===== src/rtl/dll_seq_pkg.sv =====
package dll_seq_pkg;
  typedef struct packed {
    logic loadInit;
    logic setOn;
    logic setStart;
    logic forceLock;
    logic cntClr;
    logic cntInc;
  } seqStrobe_t;

  typedef enum logic [2:0] {
    S_IDLE, S_ON, S_START, S_WAIT, S_DONE, S_FAIL
  } seqState_t;

  localparam logic [31:0] CTL0_INIT     = 32'h0010_1000;
  localparam logic [7:0]  CTL1_SHIFT90  = 8'h85;
  localparam logic [7:0]  CTL1_SHIFT180 = 8'h86;
endpackage


===== src/rtl/dll_seq_ctrl.sv =====
module dll_seq_ctrl
  import dll_seq_pkg::*;
(
  input  logic       clk,
  input  logic       rstN,
  input  logic       start,
  input  logic       lockSeen,
  input  logic       cntAtLimit,
  output seqStrobe_t strobe,
  output logic       locked,
  output logic       timeoutErr
);
  seqState_t state, nextState;

  always_ff @(posedge clk or negedge rstN) begin
    if (!rstN) state <= S_IDLE;
    else       state <= nextState;
  end

  always_comb begin
    strobe    = '0;
    nextState = state;
    case (state)
      S_IDLE:  if (start) begin
                 strobe.loadInit = 1'b1;
                 nextState       = S_ON;
               end
      S_ON:    begin
                 strobe.setOn = 1'b1;
                 nextState    = S_START;
               end
      S_START: begin
                 strobe.setStart = 1'b1;
                 strobe.cntClr   = 1'b1;
                 nextState       = S_WAIT;
               end
      S_WAIT:  if (lockSeen) begin
                 strobe.forceLock = 1'b1;
                 nextState        = S_DONE;
               end else if (cntAtLimit) begin
                 nextState = S_FAIL;
               end else begin
                 strobe.cntInc = 1'b1;
               end
      default: nextState = state;
    endcase
  end

  assign locked     = (state == S_DONE);
  assign timeoutErr = (state == S_FAIL);
endmodule


===== src/rtl/dll_seq_dp.sv =====
module dll_seq_dp
  import dll_seq_pkg::*;
#(
  parameter int CTL_W     = 32,
  parameter int TO_W      = 16,
  parameter int LOCK_BITS = 3,
  parameter int LV_LSB    = 6,
  parameter int LV_W      = 8,
  parameter int FORCE_LSB = 24,
  parameter int STAT_W    = LV_LSB + LV_W
) (
  input  logic              clk,
  input  logic              rstN,
  input  seqStrobe_t        strobe,
  input  logic              phaseSel,
  input  logic [TO_W-1:0]   timeoutLimit,
  input  logic [STAT_W-1:0] dllStatus,
  output logic              lockSeen,
  output logic              cntAtLimit,
  output logic [CTL_W-1:0]  phyCtl0,
  output logic [CTL_W-1:0]  phyCtl1
);
  localparam logic [CTL_W-1:0] ON_BIT    = CTL_W'(2);
  localparam logic [CTL_W-1:0] START_BIT = CTL_W'(1);

  logic [TO_W-1:0]  waitCnt;
  logic [CTL_W-1:0] forceWord;
  logic [CTL_W-1:0] phaseWord;

  generate
    if (LV_LSB > LOCK_BITS) begin : g_gap
      logic unusedGap;
      assign unusedGap = ^dllStatus[LV_LSB-1:LOCK_BITS];
    end
  endgenerate

  assign lockSeen   = &dllStatus[LOCK_BITS-1:0];
  assign cntAtLimit = (waitCnt == timeoutLimit);
  assign forceWord  = CTL_W'(dllStatus[LV_LSB +: LV_W]) << FORCE_LSB;
  assign phaseWord  = CTL_W'(phaseSel ? CTL1_SHIFT180 : CTL1_SHIFT90);

  always_ff @(posedge clk or negedge rstN) begin
    if (!rstN) begin
      phyCtl0 <= '0;
      phyCtl1 <= '0;
      waitCnt <= '0;
    end else begin
      if (strobe.loadInit) begin
        phyCtl0 <= CTL_W'(CTL0_INIT);
        phyCtl1 <= phaseWord;
      end
      if (strobe.setOn)     phyCtl0 <= phyCtl0 | ON_BIT;
      if (strobe.setStart)  phyCtl0 <= phyCtl0 | START_BIT;
      if (strobe.forceLock) phyCtl0 <= phyCtl0 | forceWord;
      if (strobe.cntClr)      waitCnt <= '0;
      else if (strobe.cntInc) waitCnt <= waitCnt + 1'b1;
    end
  end
endmodule


===== src/rtl/dll_lock_seq.sv =====
module dll_lock_seq
  import dll_seq_pkg::*;
#(
  parameter int CTL_W     = 32,
  parameter int TO_W      = 16,
  parameter int LOCK_BITS = 3,
  parameter int LV_LSB    = 6,
  parameter int LV_W      = 8,
  parameter int FORCE_LSB = 24,
  parameter int STAT_W    = LV_LSB + LV_W
) (
  input  logic              clk,
  input  logic              rstN,
  input  logic              start,
  input  logic              phaseSel,
  input  logic [TO_W-1:0]   timeoutLimit,
  input  logic [STAT_W-1:0] dllStatus,
  output logic [CTL_W-1:0]  phyCtl0,
  output logic [CTL_W-1:0]  phyCtl1,
  output logic              locked,
  output logic              timeoutErr
);
  seqStrobe_t strobe;
  logic       lockSeen;
  logic       cntAtLimit;

  dll_seq_ctrl ctrl_i (
    .clk        (clk),
    .rstN       (rstN),
    .start      (start),
    .lockSeen   (lockSeen),
    .cntAtLimit (cntAtLimit),
    .strobe     (strobe),
    .locked     (locked),
    .timeoutErr (timeoutErr)
  );

  dll_seq_dp #(
    .CTL_W(CTL_W), .TO_W(TO_W), .LOCK_BITS(LOCK_BITS),
    .LV_LSB(LV_LSB), .LV_W(LV_W), .FORCE_LSB(FORCE_LSB), .STAT_W(STAT_W)
  ) dp_i (
    .clk          (clk),
    .rstN         (rstN),
    .strobe       (strobe),
    .phaseSel     (phaseSel),
    .timeoutLimit (timeoutLimit),
    .dllStatus    (dllStatus),
    .lockSeen     (lockSeen),
    .cntAtLimit   (cntAtLimit),
    .phyCtl0      (phyCtl0),
    .phyCtl1      (phyCtl1)
  );
endmodule


===== config.mk =====
export PLATFORM = sky130hd
export DESIGN_NAME = dll_lock_seq
export DESIGN_NICKNAME = d
export VERILOG_FILES = /design/src/rtl/dll_seq_pkg.sv /design/src/rtl/dll_seq_ctrl.sv /design/src/rtl/dll_seq_dp.sv /design/src/rtl/dll_lock_seq.sv
export SDC_FILE = /design/constraint.sdc
export NUM_CORES = 1
export LEC_CHECK = 0
export BUFFER_PORTS_ARGS = -buffer_cell sky130_fd_sc_hd__buf_2
export CORE_MARGIN = 2
export CORE_UTILIZATION = 42
export CTS_BUF_LIST = sky130_fd_sc_hd__clkbuf_16
export DETAILED_ROUTE_END_ITERATION = 12
export PLACE_DENSITY = 0.76
export SLEW_MARGIN = 25
export SYNTH_ARGS = -nofsm -noshare
export SYNTH_HDL_FRONTEND = slang
export SYNTH_HIERARCHICAL = 1
export SYNTH_SLANG_ARGS = --single-unit

===== constraint.sdc =====
create_clock -name clk -period 2.1 [get_ports clk]
set_input_delay 0.105 -clock clk [delete_from_list [all_inputs] [get_ports clk]]
set_output_delay 0.105 -clock clk [all_outputs]
set_load 0.02 [all_outputs]

; Yosys cells after proc, flatten, opt, wreduce, memory -nomap -nowiden
; Cells that the tools add are included.
[word_totals]
out_inout_bits = 66
input_bits = 34
ff_bits = 83
wordCells = 50
[classes]
n_eq_ne = 11
bitwise = 1
n_addsub = 1
reduce_logical = 11
mux = 20
[ops]
columns = cell, n
row1 = 32-bit 2-to-1 mux, 4
row2 = 16-bit 2-to-1 mux, 2
row3 = 32-bit OR, 1
row4 = "16-bit by 1-bit adder with 16-bit output, second input constant", 1
row5 = 16-bit equality test, 1
row6 = 3-bit case mux with 4 select lines, 1
row7 = 1-bit 2-to-1 mux, 9
row8 = 3-bit 2-to-1 mux, 3
row9 = 3-bit AND reduction, 3
row10 = "3-bit by 2-bit equality test with 1-bit output, second input constant", 2
row11 = "3-bit equality test, second input constant", 2
row12 = 3-bit nonzero test, 2
row13 = "2-bit != test, second input constant", 2
row14 = 2-bit AND reduction, 2
row15 = 2-bit nonzero test, 2
row16 = 4-bit nonzero test, 1
row17 = "3-bit by 1-bit equality test with 1-bit output, second input constant", 1
row18 = 3-bit zero test, 1
row19 = "3-bit by 2-bit != test with 1-bit output, second input constant", 1
row20 = "3-bit != test, second input constant", 1
row21 = 2-bit 2-to-1 mux, 1
row22 = "2-bit by 1-bit != test with 1-bit output, second input constant", 1

; Depth between registers and ports, before layout
; Gate-level depths: netlist of the first run.
[depth]
word_depth = 6
ltp_mapped = 11
depth_no_buf = 9

; Hierarchy
; Netlist of the first run, hierarchy kept.
[modules_own_cells]
columns = module, instances, area_each_um2, cells_per_inst, seq_area_each_um2
row1 = dll_seq_dp, 1, 1881.8, 199, 750.7
row2 = dll_seq_ctrl, 1, 229.0, 26, 75.1

; Worst setup path before layout of the first run
; No wires, ideal clock.
[synth_path]
path_kind = flip-flop to flip-flop
startpoint = register dp_i.waitCnt[5]
endpoint = register dp_i.waitCnt[15]
path_stages_with_launch = 12
slack_ns = -0.230
t_arrival_ns = 2.202
path_buffers = 2
synth_period_minus_slack_ns = 2.330
path_cell_list = dfrtp_1 > clkbuf_2 > xnor2_1 > nand4_1 > nor4_1 > nor2_1 > and3_1 > buf_2 > o2111ai_2 > nor3_1 > nor3b_1 > mux2_1
[synth_rtl]
columns = item, line_no
row1 = from (decl), dll_seq_dp.sv:26  ; logic [TO_W-1:0] waitCnt;
row2 = from (signal assigned), dll_seq_dp.sv:56  ; else if (strobe.cntInc) waitCnt <= waitCnt + 1'b1;

==> impl_metrics.toml, run 1 <==
[synthesis]
yosysMostFrequentCell = "buf_4"
synthFlopType = "dfrtp_1"
synth_common_cells = "52 x buf_4, 33 x dfrtp_1, 25 x nor2_1"
yosysWarnings = 6
synth_seq_cells = 33
netlist_instances = 225
synthTopCellsByArea = "dfrtp_1 39%, buf_4 18%, xnor2_1 8.7%"
post-synth-top-area-fraction_pct = 39.1
netlist_area_um2 = 2110
synthArstFlopShare_pct = 100
synth.distinct_cells = 42
avgSynthCellArea_um2 = 9.38
synth_seq_area_share_pct = 39.1
synth_top_area_cell = "dfrtp_1"
synth-edff-count = 0

[detailed_routing]
vias = 1626
drcViolationCount = 0
detail_route.wl_per_cell_um = 11.6
vias_per_cell = 4.42
firstDrtPassIters = 4
dr.first_iter.drc_count = 122
wl_mm = 4.28
detail-route-antenna-nets = 0

[job]
cap_violations = 0

[worst_setup_path]
startpoint_type = "flip-flop"
ff2ff_path_depth = 9
cp.required_ns = 2.26
path_class = "reg -> reg"
r2r-end = "dp_i/waitCnt[15]$_DFFE_PN0P_"
r2r_slack_ns = -0.1
crit_arrival_ns = 2.36
cp_max_fo = 3
endpoint_kind = "flip-flop"
r2r_start = "dp_i/waitCnt[11]$_DFFE_PN0P_"

[global_route]
grt_max_degree = 34
overflow = 0
track_usage_pct = 16.4
grt_pass1_vias = 1538
antenna_found_initial = 0
grt_pass1_wl_mm = 6.89

[clock_network]
clock_latency_ns = 0.28
clk_pin_slew_ns = 0.05
numCtsBuffers = 5
clock-sinks = 33
htree_levels = 2
cts_tree = "done"
cts_buffer_depth = 2
root_buffer = "clkbuf_16"

[hold_path]
holdCritStartpoint = "phaseSel"
hold_class = "in -> reg"
min_path_cells = 2
hold_path_end = "dp_i/phyCtl1[0]$_DFFE_PN0P_"

[final_layout]
drive_gt1_share_pct = 37.5
final_nets = 335
final_cell_area_um2 = 2650
multiInputGateArea_um2 = 1100
diodes = 0
fin_cells = 368
area_delta_synth_final_pct = 25.5
nFillCells = 440
seq_area_um2 = 827
fin_util_pct = 55.3

[placement]
post_dp_cell_area_um2 = 2410
place_ws_ns = -0.253
place.gp.congestion = 0.820
port_buffers = 48
dp.cells = 355
place_hpwl_mm = 3.20

[floorplan]
die_y_um = 74.9
start_util_pct = 44.1
placementRows = 25
core_um2 = 4790
die_area_um2 = 5610
dieWidth_um = 74.9
num_io_pins = 100

[sta]
max_freq_mhz = 455
post-route-min-period_ns = 2.20
fin_skew_ns = 0.00538
hold_viol_final = 0
fin_hold_ws_ns = 0.00902
finalSetupTns_ns = -0.169
finalCritPeriodShare_pct = 105
worst_pin_slew_ns = 0.728
slew_headroom_pct = 51.4
setup_viol = 3
drv_slew = 0
fin_ws_ns = -0.0979
rsz0062_at_grt = "yes"

[outcome]
failed_checks = "negative setup slack"
status = "complete, but fails checks"

[power_and_ir_drop]
p_per_area_nw_per_um2 = 964
power_mw = 2.55
ir_worst_vdd_v = 0.000639
p_leak_nw = 1.32
-- logic make-up (layout without fill, tap and decap cells) --
family	Yosys count	after routing	synth area share [%]
and+or+nand+nor	74	74	18.9
buffers and inverters	63	92	21.3
other	1	48	0.178
AOI/OAI and AO/OA	21	21	6.22
adders and majority gates	1	1	0.593
muxes	4	4	2.02
xor gates and xnor gates	28	28	11.6
DFF	33	33	39.1
-- report_power, final --
| group | total (mW) | internal (mW) | switching [mW] |
|---|---|---|---|
| clock | 0.686 | 0.429 | 0.257 |
| combinational | 0.935 | 0.341 | 0.594 |
| sequential | 0.932 | 0.814 | 0.118 |
-- state kept, by name, indices dropped and copies added, names as in the netlist --
name / cells
dp_i/waitCnt: 16
dp_i/phyCtl0: 11
ctrl_i/state: 3
dp_i/phyCtl1: 3
-- worst max path at each step --
stage                                       from                      endpoint
floorplan            dp_i/waitCnt[3]$_DFFE_PN0P_  dp_i/waitCnt[15]$_DFFE_PN0P_
finish              dp_i/waitCnt[11]$_DFFE_PN0P_  dp_i/waitCnt[15]$_DFFE_PN0P_
detailed placement  dp_i/waitCnt[15]$_DFFE_PN0P_  dp_i/waitCnt[15]$_DFFE_PN0P_
CTS                 dp_i/waitCnt[11]$_DFFE_PN0P_  dp_i/waitCnt[15]$_DFFE_PN0P_
global placement    dp_i/waitCnt[15]$_DFFE_PN0P_  dp_i/waitCnt[15]$_DFFE_PN0P_
global route         dp_i/waitCnt[6]$_DFFE_PN0P_  dp_i/waitCnt[15]$_DFFE_PN0P_
-- cell type report --
cell class,count,area share [%]
clock buffers,5,4.72
clock inverters,3,0.520
inverters,4,0.567
multi-input cells,176,41.6
flip-flops and latches,33,31.2
well taps,67,3.16
repair buffers,80,18.2
-- worst max-delay path, stage by stage (launching register included) --
cell,delay [ns]
dfrtp_1,0.39
xnor2_1,0.15
nand4_1,0.17
nor4_4,0.35
nor2_1,0.10
and3_4,0.18
o2111ai_4,0.21
nor3_2,0.07
nor3b_2,0.16
mux2_4,0.29
-- per-layer routing --
metal	share of wire [%]	routed length (µm)	track usage, %
met2	46	1980	26.1
met3	7.4	315	5.22
met4	0.58	25	4.76
met5	0	0	0
met1	46	1960	21.5
-- layout by cell type, fill, tap and decap left out, drive strengths merged, types with 2 or more instances in the layout --
| cell | instances |
|---|---|
| buf | 79 |
| conb | 48 |
| dfrtp | 33 |
| nor2 | 26 |
| xnor2 | 21 |
| a21oi | 12 |
| nand4 | 10 |
| nand2 | 9 |
| xor2 | 7 |
| and3 | 6 |
| clkbuf | 5 |
| inv | 5 |
| nor3 | 5 |
| o21ai | 4 |
| nor3b | 3 |
| nor4 | 3 |
| nand3 | 3 |
| clkinv | 2 |
| mux2i | 2 |
| or2 | 2 |
| nand2b | 2 |
| nor2b | 2 |
| mux2 | 2 |
-- timing repair --
item | in CTS | in global routing
hold buffers | 1 | 0
endpoints found under the setup margin | 11 | 11
buffers inserted | 1 | 4
endpoints found under the hold margin | 33 | 0
resized for setup | 4 | 7
pin swaps | 5 | 9
Power figures use the tool's default switching activity.
==> inputs of run 2 (changes only) <==
BUFFER_PORTS_ARGS = not set   (was -buffer_cell sky130_fd_sc_hd__buf_2)
CORE_UTILIZATION = 57   (was 42)
DONT_BUFFER_PORTS = 1   (was not set)
PLACE_DENSITY = 0.75   (was 0.76)
==> run 2 against run 1 <==
  * Critical path type unchanged
  * Via count is 8.2% lower
  * Largest power group is now registers
  * The run still ends with negative setup slack left
  * Die area is 25% lower
  * Critical endpoint unchanged
  * First-iteration DRC count is 67% lower
  * Count of clock-buffer cells in the layout stayed put
  * Worst hold slack worse by 0.0050 ns
  * Sequential power is 24% higher
  * Design area is 5.2% lower
  * Non-clock buffer count is 41 lower
==> impl_metrics.toml, run 2 (synthesis gave the netlist of run 1 again) <==
[power_and_ir_drop]
switching_power_mw = 0.926
power_mw = 2.63
seq_power_share_pct = 43.9
p_per_area_nw_per_um2 = 1050
p_leak_nw = 1.17
p_clk_share_pct = 35.5
combPwrFrac_pct = 20.6
p_int_mw = 1.71
ir_worst_vdd_v = 0.000713
p_sw_share_pct = 35.2

[placement]
post_dp_cell_area_um2 = 2130
place.gp.congestion = 0.789
port_buffers = 0
dp.cells = 286
place_hpwl_mm = 2.77
place_ws_ns = -0.0971

[worst_setup_path]
crit_path_cell_trace = "xnor2_1 -> nand4_1 -> nor4_2 -> nor2_1 -> and3_4 -> o2111ai_4 -> nor3_2 -> nor3b_2 -> mux2_1"
worstPathBufferInverterCount = 0
startpoint_type = "flip-flop"
cp-endpoint = "dp_i/waitCnt[15]$_DFFE_PN0P_"
path_class = "reg -> reg"
cp_slowest_cell = "dfrtp_1"
worst-path-stages = 9
r2r_start = "dp_i/waitCnt[12]$_DFFE_PN0P_"
cp_max_fo = 3
crit_arrival_ns = 2.27
endpoint_kind = "flip-flop"
cpPeakStageDelay_ns = 0.38
cp.required_ns = 2.26
ff2ff_path_depth = 9
cp_top_family = "simple AND/OR/NAND/NOR gates"
r2r_slack_ns = -0.02
startpoint = "dp_i/waitCnt[12]$_DFFE_PN0P_"
r2r-end = "dp_i/waitCnt[15]$_DFFE_PN0P_"

[outcome]
failed_checks = "negative setup slack"
status = "complete, but fails checks"

[floorplan]
start_util_pct = 58.5
core_um2 = 3610
placementRows = 22
die_y_um = 64.9
die_area_um2 = 4210
dieWidth_um = 64.9
num_io_pins = 100

[sta]
fin_skew_ns = 0.00255
slew_headroom_pct = 54.1
finalSetupTns_ns = -0.0242
fin_hold_ws_ns = 0.00405
hold_viol_final = 0
max_freq_mhz = 473
fin_ws_ns = -0.0161
worst_pin_slew_ns = 0.687
rsz0062_at_grt = "yes"
finalCritPeriodShare_pct = 101
setup_viol = 2
post-route-min-period_ns = 2.12
drv_slew = 0

[final_layout]
layout_common_cells = "48 x conb_1, 32 x dfrtp_1, 29 x buf_4"
final_common_cell = "conb_1"
diodes = 0
largest-register = "dp_i/waitCnt"
final_cell_area_um2 = 2510
final_nets = 294
largest_register_ffs = 16
area_delta_synth_final_pct = 19.0
fin_cells = 308
fin_util_pct = 69.6
reg_top3 = "dp_i/waitCnt (16), dp_i/phyCtl0 (11)"
drive_gt1_share_pct = 25.0

[global_route]
grt_pass1_vias = 1380
grt_pass1_wl_mm = 6.18
grt_max_degree = 34
track_usage_pct = 19.2
antenna_found_initial = 0
overflow = 0

[detailed_routing]
firstDrtPassIters = 4
dr.first_iter.drc_count = 40
drcViolationCount = 0
vias_per_cell = 4.84
vias = 1492
detail_route.wl_per_cell_um = 13.0
wl_mm = 4.00
detail-route-antenna-nets = 0

[hold_path]
hold_class = "in -> reg"

[clock_network]
numCtsBuffers = 5
clk_pin_slew_ns = 0.05
cts_buffer_depth = 2
clock-sinks = 33
clock_latency_ns = 0.27
cts_tree = "done"
root_buffer = "clkbuf_16"
htree_levels = 2

[job]
cap_violations = 0
run 2: cell count changes in the layout (fill, tap and decap cells not counted), sizes merged:
cell	delta
buf	-48
clkinv	-1
inv	-1
dlygate4sd3	+7
bufinv	+2
run 2: worst reg2reg max path, stage by stage (launching register included):
cell and delay (ns):
dfrtp_1 0.38, xnor2_1 0.17, nand4_1 0.15, nor4_2 0.30, nor2_1 0.09, and3_4 0.18, o2111ai_4 0.19, nor3_2 0.06
nor3b_2 0.16, mux2_1 0.30
run 2: area by class of cell:
type,instances,area (µm²)
Tap cell,48,60.1
Inverter,4,15.0
Timing Repair Buffer,39,329
Fill cell,277,1090
Clock buffer,5,125
Clock inverter,3,65.1
Sequential cell,33,827
Multi-Input combinational cell,176,1090
run 2: worst min path at each step:
| stage | start | to | slack, ns | depth (start not counted) |
|---|---|---|---|---|
| 2_1_floorplan | rstN | ctrl_i/state[0]$_DFFE_PN0P_ | -0.19 | 0 |
| 3_3_place_gp | rstN | dp_i/waitCnt[7]$_DFFE_PN0P_ | -0.19 | 0 |
| 3_5_place_dp | rstN | dp_i/waitCnt[7]$_DFFE_PN0P_ | -0.19 | 0 |
| 4_1_cts | dllStatus[8] | dp_i/phyCtl0[26]$_DFFE_PN0P_ | 0.008 | 2 |
| 5_1_grt | dllStatus[8] | dp_i/phyCtl0[26]$_DFFE_PN0P_ | 0.009 | 2 |
| 6_report | dllStatus[8] | dp_i/phyCtl0[26]$_DFFE_PN0P_ | 0.004 | 2 |
run 2: repair_timing:
item | CTS | global route
gates cloned | 0 | 0
pin swaps | 8 | 11
hold buffers | 9 | 0
endpoints found under the setup margin | 8 | 13
setup buffers | 5 | 2
gates resized for setup | 3 | 7
hold endpoints to repair | 41 | 0
run 2: power by group through the flow:
stage,clock [mW],sequential (mW),combinational (mW)
final,0.934,1.16,0.543
after detailed placement,0,1.16,0.499
after floorplan,0,1.09,0.542
after global placement,0,1.16,0.480
after global routing,0.981,1.18,0.602
after CTS,0.956,1.15,0.538
run 2: layer usage:
layer	track usage [%]	share of wire [%]
met2	33.4	49
met5	0	0
met4	5.59	1.4
met3	5.38	6.8
met1	23.1	43
==> inputs of run 3 (changes only) <==
CORE_MARGIN = 4   (was 2)
CORE_UTILIZATION = 55   (was 57)
PLACE_DENSITY = 0.73   (was 0.75)
SLEW_MARGIN = 10   (was 25)
==> run 3 against run 2 <==
  * The run still ends with negative setup slack left
  * Wire length increased by 7.2%
  * Via count grew 2.7%
  * Non-clock buffer count is 2 lower
  * Highest routed layer unchanged
==> impl_metrics.toml, run 3 (synthesis gave the netlist of run 1 again) <==
[floorplan]
die_area_um2 = 4890
placementRows = 22
dieWidth_um = 70.0
start_util_pct = 57.2
core_um2 = 3690
die_y_um = 70.0
num_io_pins = 100

[hold_path]
hold_class = "in -> reg"
min_path_cells = 2

[final_layout]
fin_cells = 306
area_delta_synth_final_pct = 16.1
drive_gt1_share_pct = 24.0
largest_register_ffs = 16
layout_common_cells = "48 x conb_1, 32 x dfrtp_1, 26 x buf_4"
final_nets = 292
largest-register = "dp_i/waitCnt"
diodes = 0
reg_top3 = "dp_i/waitCnt (16), dp_i/phyCtl0 (11)"
final_common_cell = "conb_1"

[detailed_routing]
detail_route.wl_per_cell_um = 14.0
detail-route-antenna-nets = 0
drcViolationCount = 0
wl_mm = 4.29
vias_per_cell = 5.01
vias = 1532
firstDrtPassIters = 4
dr.first_iter.drc_count = 71

[worst_setup_path]
endpoint_kind = "flip-flop"
cp_slowest_cell = "dfrtp_1"
ff2ff_path_depth = 10
cpPeakStageDelay_ns = 0.42
cp_max_fo = 5
path_class = "reg -> reg"
crit_arrival_ns = 2.27
cp_top_family = "simple AND/OR/NAND/NOR gates"
worstPathBufferInverterCount = 1
startpoint_type = "flip-flop"
cp.required_ns = 2.26
worst-path-stages = 10
crit_path_cell_trace = "xnor2_1 -> nand4_1 -> nor4_2 -> nor2_1 -> and3_4 -> o2111ai_4 -> buf_4 -> nor4_1 -> xnor2_1 -> nor2_1"

[clock_network]
htree_levels = 2
cts_buffer_depth = 2
clk_pin_slew_ns = 0.05
clock-sinks = 33
clock_latency_ns = 0.28
root_buffer = "clkbuf_16"
cts_tree = "done"
numCtsBuffers = 5

[sta]
max_freq_mhz = 473
hold_viol_final = 0
slew_headroom_pct = 54.0
rsz0062_at_grt = "yes"
setup_viol = 3
drv_slew = 0
post-route-min-period_ns = 2.12
fin_ws_ns = -0.0157
fin_skew_ns = 0.00223
finalCritPeriodShare_pct = 101
worst_pin_slew_ns = 0.688

[outcome]
failed_checks = "negative setup slack"
status = "complete, but fails checks"

[power_and_ir_drop]
power_mw = 2.39
ir_worst_vdd_v = 0.000635
p_leak_nw = 1.13
p_per_area_nw_per_um2 = 974

[global_route]
antenna_found_initial = 0
track_usage_pct = 17.2
grt_max_degree = 34
grt_pass1_vias = 1417
overflow = 0
grt_pass1_wl_mm = 6.64

[placement]
dp.cells = 285
place_hpwl_mm = 2.96
port_buffers = 0
place.gp.congestion = 0.764

[job]
cap_violations = 0
## run 3: metal layers
layer | share of wire [%] | routed length [µm] | vias to the layer above | track usage (%)
li1 | - | - | 713 | -
met1 | 40 | 1730 | 737 | 20.2
met2 | 50 | 2150 | 76 | 28.2
met3 | 7.7 | 329 | 6 | 5.76
met4 | 1.9 | 80 | 0 | 8.09
met5 | 0 | 0 | - | 0
## run 3: layout make-up
cell class | count | area (µm²)
flip-flops and latches | 33 | 827
well taps | 48 | 60.1
clock buffers | 5 | 125
fillers | 310 | 1240
inverters | 4 | 15.0
repair buffers | 37 | 318
multi-input cells | 176 | 1090
clock inverters | 3 | 13.8
## run 3: power by group
group | leakage, nW | internal [mW] | switching, mW
Combinational | 0.642 | 0.219 | 0.336
Clock | 0.0748 | 0.429 | 0.254
Sequential | 0.417 | 0.812 | 0.337
## run 3: what timing repair did
action,4_1_cts,5_1_grt
hold buffers,9,0
pin swaps,6,10
setup buffers,5,1
endpoints found under the hold margin,41,0
resized for setup,2,8
endpoints found under the setup margin,7,12
## run 3: worst paths after layout
path / start / end / slack [ns]
max in group asynchronous: rstN / dp_i/waitCnt[3]$_DFFE_PN0P_ / 1.63
worst max-delay path: dp_i/waitCnt[11]$_DFFE_PN0P_ / dp_i/waitCnt[11]$_DFFE_PN0P_ / -0.02
worst min-delay path: dllStatus[12] / dp_i/phyCtl0[30]$_DFFE_PN0P_ / 0.01
worst max register to register: dp_i/waitCnt[11]$_DFFE_PN0P_ / dp_i/waitCnt[11]$_DFFE_PN0P_ / -0.02
worst min register to register: dp_i/waitCnt[11]$_DFFE_PN0P_ / dp_i/waitCnt[11]$_DFFE_PN0P_ / 0.61
min in group asynchronous: rstN / dp_i/waitCnt[12]$_DFFE_PN0P_ / 0.29
## run 3: metrics by stage
step / cell area, µm² / util, % / hold WS (ns) / TNS (ns) / setup WS, ns
6_report: 2450 / 66.4 / 0.0126 / -0.0213 / -0.0157
5_1_grt: 2450 / 66.4 / 0.0215 / -1.36 / -0.192
4_1_cts: 2410 / 65.5 / 0.0157 / 0 / 0.00734
3_5_place_dp: 2130 / 57.7 / -0.190 / -0.110 / -0.0939
3_3_place_gp: 2130 / 57.7 / -0.190 / -0.101 / -0.0846
2_1_floorplan: 2330 / - / -0.191 / -0.0710 / -0.0710
